## src/rtl/lcd_scan_pkg.sv

```systemverilog
package lcd_scan_pkg;
  // ticks per line = tick rate / (rows * frame rate)
  function automatic int unsigned line_ticks(int unsigned tick_hz, int unsigned base_hz,
                                             int unsigned num_com, logic duty32, logic fast);
    int unsigned rows;
    int unsigned rate;
    rows = duty32 ? num_com : num_com / 2;
    rate = fast ? 2 * base_hz : base_hz;
    return tick_hz / (rows * rate);
  endfunction
endpackage

```

## src/rtl/lcd_line_div.sv

```systemverilog
module lcd_line_div #(
  parameter int LIM_W = 6
) (
  input  logic             clk_i,
  input  logic             rst_ni,
  input  logic             en_i,
  input  logic             tick_i,
  input  logic [LIM_W-1:0] lim_i,
  output logic             line_o
);
  logic [LIM_W-1:0] cnt_q;
  logic             last;

  assign last   = (cnt_q == lim_i - LIM_W'(1));
  assign line_o = en_i && tick_i && last;

  always_ff @(posedge clk_i or negedge rst_ni) begin
    if (!rst_ni)      cnt_q <= '0;
    else if (!en_i)   cnt_q <= '0;
    else if (tick_i)  cnt_q <= last ? '0 : cnt_q + LIM_W'(1);
  end


  cnt_in_range_chk: assert property (@(posedge clk_i) disable iff (!rst_ni)
    $past(en_i) && en_i |-> cnt_q < lim_i);
endmodule

```

## src/rtl/lcd_row_ctr.sv

```systemverilog
module lcd_row_ctr #(
  parameter int NUM_COM = 32,
  localparam int ROW_W  = $clog2(NUM_COM)
) (
  input  logic             clk_i,
  input  logic             rst_ni,
  input  logic             en_i,
  input  logic             line_i,
  input  logic             duty32_i,
  output logic [ROW_W-1:0] row_o,
  output logic             active_o,
  output logic             cl_o,
  output logic             m_o
);
  logic [ROW_W-1:0] last_row;
  logic             wrap;

  assign last_row = duty32_i ? ROW_W'(NUM_COM - 1) : ROW_W'(NUM_COM / 2 - 1);
  assign wrap     = line_i && (row_o >= last_row);

  always_ff @(posedge clk_i or negedge rst_ni) begin
    if (!rst_ni) begin
      row_o    <= '0;
      active_o <= 1'b0;
      cl_o     <= 1'b0;
      m_o      <= 1'b0;
    end else begin
      active_o <= en_i;
      cl_o     <= line_i;
      if (!en_i) begin
        row_o <= '0;
        m_o   <= 1'b0;
      end else if (line_i) begin
        row_o <= wrap ? '0 : row_o + ROW_W'(1);
        if (wrap) m_o <= ~m_o;
      end
    end
  end


  row_step_chk: assert property (@(posedge clk_i) disable iff (!rst_ni)
    $past(en_i) && $past(line_i) && en_i && row_o != 0 |-> row_o == $past(row_o) + ROW_W'(1));

  row_hold_chk: assert property (@(posedge clk_i) disable iff (!rst_ni)
    $past(en_i) && !$past(line_i) |-> $stable(row_o));
endmodule

```

## src/rtl/lcd_com_dec.sv

```systemverilog
module lcd_com_dec #(
  parameter int NUM_COM = 32,
  localparam int ROW_W  = $clog2(NUM_COM)
) (
  input  logic               active_i,
  input  logic               duty32_i,
  input  logic [ROW_W-1:0]   row_i,
  output logic [NUM_COM-1:0] com_o
);
  for (genvar i = 0; i < NUM_COM; i++) begin : g_com
    if (i < NUM_COM / 2) begin : g_lo
      assign com_o[i] = active_i && (row_i == ROW_W'(i));
    end else begin : g_hi
      assign com_o[i] = active_i && duty32_i && (row_i == ROW_W'(i));
    end
  end


  always_comb one_com_chk: assert ($onehot0(com_o));
endmodule

```

## src/rtl/lcd_com_scan.sv

```systemverilog
module lcd_com_scan #(
  parameter int TICK_HZ = 32768,
  parameter int BASE_HZ = 64,
  parameter int NUM_COM = 32,
  localparam int ROW_W  = $clog2(NUM_COM),
  localparam int DIV_MAX = TICK_HZ / ((NUM_COM / 2) * BASE_HZ),
  localparam int LIM_W  = $clog2(DIV_MAX + 1)
) (
  input  logic               clk_i,
  input  logic               rst_ni,
  input  logic               en_i,
  input  logic               tick_i,
  input  logic               duty32_i,
  input  logic               fast_i,
  output logic [NUM_COM-1:0] com_o,
  output logic               frame_o,
  output logic               cl_o,
  output logic               m_o
);
  logic [LIM_W-1:0] lim;
  logic             line;
  logic [ROW_W-1:0] row;
  logic             active;

  assign lim = LIM_W'(lcd_scan_pkg::line_ticks(TICK_HZ, BASE_HZ, NUM_COM, duty32_i, fast_i));

  lcd_line_div #(.LIM_W(LIM_W)) i_div (
    .clk_i, .rst_ni, .en_i, .tick_i, .lim_i(lim), .line_o(line)
  );

  lcd_row_ctr #(.NUM_COM(NUM_COM)) i_row (
    .clk_i, .rst_ni, .en_i, .line_i(line), .duty32_i,
    .row_o(row), .active_o(active), .cl_o, .m_o
  );

  lcd_com_dec #(.NUM_COM(NUM_COM)) i_dec (
    .active_i(active), .duty32_i, .row_i(row), .com_o
  );

  assign frame_o = active && (row == '0);


  idle_low_chk: assert property (@(posedge clk_i) disable iff (!rst_ni)
    !$past(en_i) |-> (com_o == '0 && !frame_o && !cl_o && !m_o));

  cl_pulse_chk: assert property (@(posedge clk_i) disable iff (!rst_ni)
    cl_o |=> !cl_o);

  m_at_frame_chk: assert property (@(posedge clk_i) disable iff (!rst_ni)
    $past(en_i) && en_i && $changed(m_o) |-> $rose(frame_o));

  half_duty_chk: assert property (@(posedge clk_i) disable iff (!rst_ni)
    !duty32_i && $past(en_i) && $past(!duty32_i) |-> com_o[NUM_COM-1:NUM_COM/2] == '0);
endmodule

```

## config.mk

```make
export PLATFORM = sky130hd
export DESIGN_NAME = lcd_com_scan
export DESIGN_NICKNAME = d
export VERILOG_FILES = /design/src/rtl/lcd_scan_pkg.sv /design/src/rtl/lcd_line_div.sv /design/src/rtl/lcd_row_ctr.sv /design/src/rtl/lcd_com_dec.sv /design/src/rtl/lcd_com_scan.sv
export SDC_FILE = /design/constraint.sdc
export NUM_CORES = 1
export LEC_CHECK = 0
export BUFFER_PORTS_ARGS = -buffer_cell sky130_fd_sc_hd__buf_2
export CAP_MARGIN = 10
export CORE_UTILIZATION = 55
export DETAILED_ROUTE_END_ITERATION = 8
export PLACE_DENSITY_LB_ADDON = 0.12
export SLEW_MARGIN = 20
export SYNTH_ARGS = -nofsm -noshare
export SYNTH_HDL_FRONTEND = slang
export SYNTH_SLANG_ARGS = --single-unit
```

## constraint.sdc

```tcl
create_clock -name clk_i -period 2.4 [get_ports clk_i]
set_input_delay 0 -clock clk_i [delete_from_list [all_inputs] [get_ports clk_i]]
set_output_delay 0 -clock clk_i [all_outputs]
set_load 0.02 [all_outputs]
```

==> summary.txt, run 1 <==
status: stopped before the end
Stopped at: global routing (5_1_grt)
Error: [ERROR GRT-0116] Global routing finished with congestion. Check the congestion regions in the DRC Viewer.
HPWL Detailed: 23600 µm
cell count after synthesis: 1029
Post-Synthesis Net Count: 1068
Top Ports: 41
Mean Syn Cell Area: 6.87 µm²
DP Area: 10800 µm²
Root Driver: clkbuf_16
gr usage total: 75.5%
register area share after synthesis: 4.96%
initial core utilization: 56.2%
Yosys reg bits: 14
Die Ht: 115 µm
Yosys warnings: 0
global-route wire length before repair: 78400 µm
Die Wd: 115 µm
post-synthesis async set-or-reset flop share: 100%
clock sinks: 14
number of H-tree levels: 1
cell area after synthesis: 7070 µm²
Buffers on Ports: 40
clk buf depth: 2
final RePlAce weighted congestion: 0.961
total gr overflow: 79
row count: 41
synth unique cells: 115
largest net degree at the start of global routing: 44
placed cells: 1613
ys flop type: dfrtp_1
number of flops mapped to enable cells by yosys: 0
vias in the first global route: 14200
CTS buffer count: 3
==> synth_stat cells (all sizes together), types with 15 or more instances <==
master / n / area, µm²
nor2: 112 / 437
nand2: 91 / 342
a21oi: 72 / 375
o21ai: 60 / 315
nand3: 49 / 245
nor3: 46 / 262
ha: 33 / 413
clkbuf: 28 / 105
inv: 27 / 101
o211ai: 26 / 224
a211oi: 23 / 195
buf: 21 / 123
a21o: 20 / 150
nor4: 20 / 174
or3: 20 / 135
xnor2: 20 / 175
or2: 17 / 106
and2: 16 / 100
nand4: 15 / 93.8
o31ai: 15 / 136
or4: 15 / 131
xor2: 15 / 131
==> timing repair <==
item,4_1_cts
hold buffers,2
setup endpoints to repair,13
gates cloned,0
gates resized for setup,48
hold endpoints to repair,15
pin swaps,37
buffers inserted,66
==> metal layers <==
metal	overflow	global-route usage, %
met1	2	75.3
met2	42	94.5
met3	1	55.0
met4	34	82.7
met5	0	14.8
==> stage by stage <==
step | utilization, % | worst slack (ns)
2_1_floorplan | - | -21.76
3_3_place_gp | 86.0 | -18.81
3_5_place_dp | 86.0 | -19.94
4_1_cts | 92.7 | -19.15
==> cells by family after synthesis <==
kind of cell	synth area share, %
flops	4.96
xor+xnor	4.34
compound gates	40.5
simple gates	36.4
mux	3.28
buf+inv	4.71
fa+ha+maj	5.84
==> run 2, diff against run 1 <==
Settings changed: CORE_UTILIZATION 55 to 40, PLACE_DENSITY_LB_ADDON 0.12 to 0.15.
==> run 2 against run 1 <==
  * The flow now finishes, with violations (negative setup slack)
  * Synthesized cell count did not move
  * Area after synthesis did not move
==> summary.txt, run 2 <==
nets@finish: 1599
Max-Cap Viols: 0
Reg area: 350 µm²
Slowest-stage cell, CP: or4_4
Yosys warnings: 0 (unchanged)
Critical Path Start: fast_i
Fill cells: 1378
Hold Path Origin: en_i
status: finished with violations (was stopped before the end)
setup slack after layout: -19.55 ns
final RePlAce weighted congestion: 0.929 (was 0.961)
placed cells: 1677 (was 1613)
number of H-tree levels: 1 (unchanged)
largest net degree at the start of global routing: 44
largest area contributor in the netlist: nor2_1 (unchanged)
pre-CTS setup slack: -19.64 ns (was -19.94 ns)
Worst EP required: 2.52 ns
Post-Synthesis Net Count: 1068 (unchanged)
total gr overflow: 0
worst-path maximum fanout: 8
CP endpoint: i_div.cnt_q[5]$_DFFE_PN0P_
WP data arrival: 22.06 ns
Yosys reg bits: 14 (unchanged)
Avg Vias per Cell: 6.02
gr usage total: 32.7%
Slew @ Worst Pin: 0.712 ns
Slew HR: 52.1%
RSZ-0062 raised after global routing: yes
Die Ht: 135 µm (was 115 µm)
HP Class: input port to flop
Final Skew: 0.00415 ns
maximum VDD drop: 1.37 mV
row count: 48 (was 41)
ANT nets after route: 0
cell count after synthesis: 1029 (unchanged)
Finished Cell Area: 12300 µm²
Critical Path End Type: flop
DR iter-0 viols: 835
top post-synthesis cells by area: nor2_1 (5.9%), ha_1 (5.8%), a21oi_1 (5.0%) (unchanged)
Buffers on Ports: 40 (unchanged)
synth unique cells: 115 (unchanged)
Top Ports: 41 (unchanged)
register area share after synthesis: 4.96% (unchanged)
CTS buffer count: 3 (unchanged)
Register-to-Register Path Depth: 11
max reg flops: 6
Core ar.: 17300 µm²
Crit path largest cell delay: 0.58 ns
ys flop type: dfrtp_1 (unchanged)
Finished Core Util: 71.1%
# diodes: 0
kind of critical path: input port to flop
Final Setup Violations: 13
Mean Syn Cell Area: 6.87 µm² (unchanged)
DP Area: 11000 µm² (was 10800 µm²)
fin cells: 1784
global-route wire length before repair: 49100 µm
vias in the first global route: 10100
DRC errors left: 0
Die Wd: 135 µm (was 115 µm)
Area Overhead vs Synth: 74.0%
Root Driver: clkbuf_16 (unchanged)
Post-Route WL: 31600 µm
footprint of the multi-input gates: 7180 µm²
clock sinks: 14 (unchanged)
f_max: 0.0456 GHz
count leader, synth: nor2_1 (unchanged)
r2r startpoint: i_div.cnt_q[5]$_DFFE_PN0P_
Final Hold Viols: 0
TritonCTS clock tree: done
commonest cells after routing, fill and taps aside: buf_4 (527), nor2_1 (102), nand2_1 (84), a21oi_1 (55), nand3_1 (40)
Worst R2R Setup Slack: 0.17 ns
cell area after synthesis: 7070 µm² (unchanged)
layout cells sized above 1: 48.7%
HPWL Detailed: 22400 µm (was 23600 µm)
leakage: 5.54 nW
number of flops mapped to enable cells by yosys: 0 (unchanged)
initial core utilization: 40.9% (was 56.2%)
clock latency on the worst-skew pair: 0.24 ns
vias: 10700
clk buf depth: 2 (unchanged)
min cycle time layout: 21.95 ns
Clock transition at path regs: 0.05 ns
max-slew violation count: 0
Final Cycle Share: 914%
Critical R2R Capture: i_row.row_o[0]$_DFFE_PN0P_
Largest regs: i_div.cnt_q (6), i_row.row_o (5)
synth cell count leaders: nor2_1 (111), nand2_1 (91), a21oi_1 (70) (unchanged)
post-synthesis async set-or-reset flop share: 100% (unchanged)
initial antenna violation count: 0
pwr/cell area: 1220 nW/µm²
average wire per standard cell: 17.7 µm
final total power: 14.9 mW
share of the synthesized area in the top cell type: 5.90% (unchanged)
Crit path top cell by count: buf_4
crit start category: input port
First-pass DRT Iterations: 5
full die area: 18200 µm²
setup TNS: -253.40 ns
most common cell after layout, fill and taps aside: buf_4
most flop-heavy register: i_div.cnt_q
failing checks: negative setup slack
Fin Hold WS: 0.00853 ns
[run 2: per-layer routing]
layer  track usage, %  share of wire (%)
met5                0                  0
met4             11.9                3.8
met3             3.27                5.3
met2             57.6                 49
met1             41.1                 42
[run 2: cell families (layout without fill, tap and decap cells)]
kind of cell	after synthesis	in the layout	synth area share, %
and+or+nand+nor	472	472	36.4
AOI/OAI and AO/OA	377	377	40.5
buffers and inverters	77	607	4.71
xor gates and xnor gates	35	35	4.34
adders and majority gates	33	33	5.84
muxes	21	21	3.28
DFF	14	14	4.96
[run 2: worst max-delay path, delay by kind of cell]
family	cells	cell delay (ns)
adder cells (fa/ha/maj)	13	3.03
AND/OR/NAND/NOR	34	6.97
AO/OA/AOI/OAI	39	7.24
buffers and inverters	37	4.11
multiplexers	2	0.65
[run 2: repair_timing]
action	in CTS	in global routing
setup buffers	74	29
pin swaps	50	51
hold buffers	1	0
gates resized for setup	43	50
endpoints found under the hold margin	14	0
endpoints found under the setup margin	13	13
[run 2: worst min-delay path by stage]
stage / endpoint / slack (ns) / cells after the start
4_1_cts: i_row.active_o$_DFF_PN0_ / 0.002 / 1
3_5_place_dp: i_div.cnt_q[1]$_DFFE_PN0P_ / -0.09 / 1
2_1_floorplan: i_div.cnt_q[0]$_DFFE_PN0P_ / -0.30 / 0
5_1_grt: i_row.active_o$_DFF_PN0_ / 0.005 / 1
6_report: i_row.active_o$_DFF_PN0_ / 0.009 / 1
3_3_place_gp: i_div.cnt_q[1]$_DFFE_PN0P_ / -0.09 / 1
[run 2: area by class of cell]
type / instances / area share [%]
timing repair buffer: 575 / 34.8
clock buffer: 4 / 0.723
tap: 225 / 2.29
inverter: 28 / 0.957
sequential: 14 / 2.85
multi-input combinational: 938 / 58.4
[run 2: power by group]
| part | internal, mW | switching (mW) | total (mW) | leakage [nW] |
|---|---|---|---|---|
| registers | 0.240 | 0.00313 | 0.243 | 0.192 |
| logic | 7.04 | 7.32 | 14.4 | 5.30 |
| clock network | 0.252 | 0.0919 | 0.344 | 0.0442 |
| total | 7.53 | 7.41 | 14.9 | 5.54 |
(Power assumes the default switching activity.)
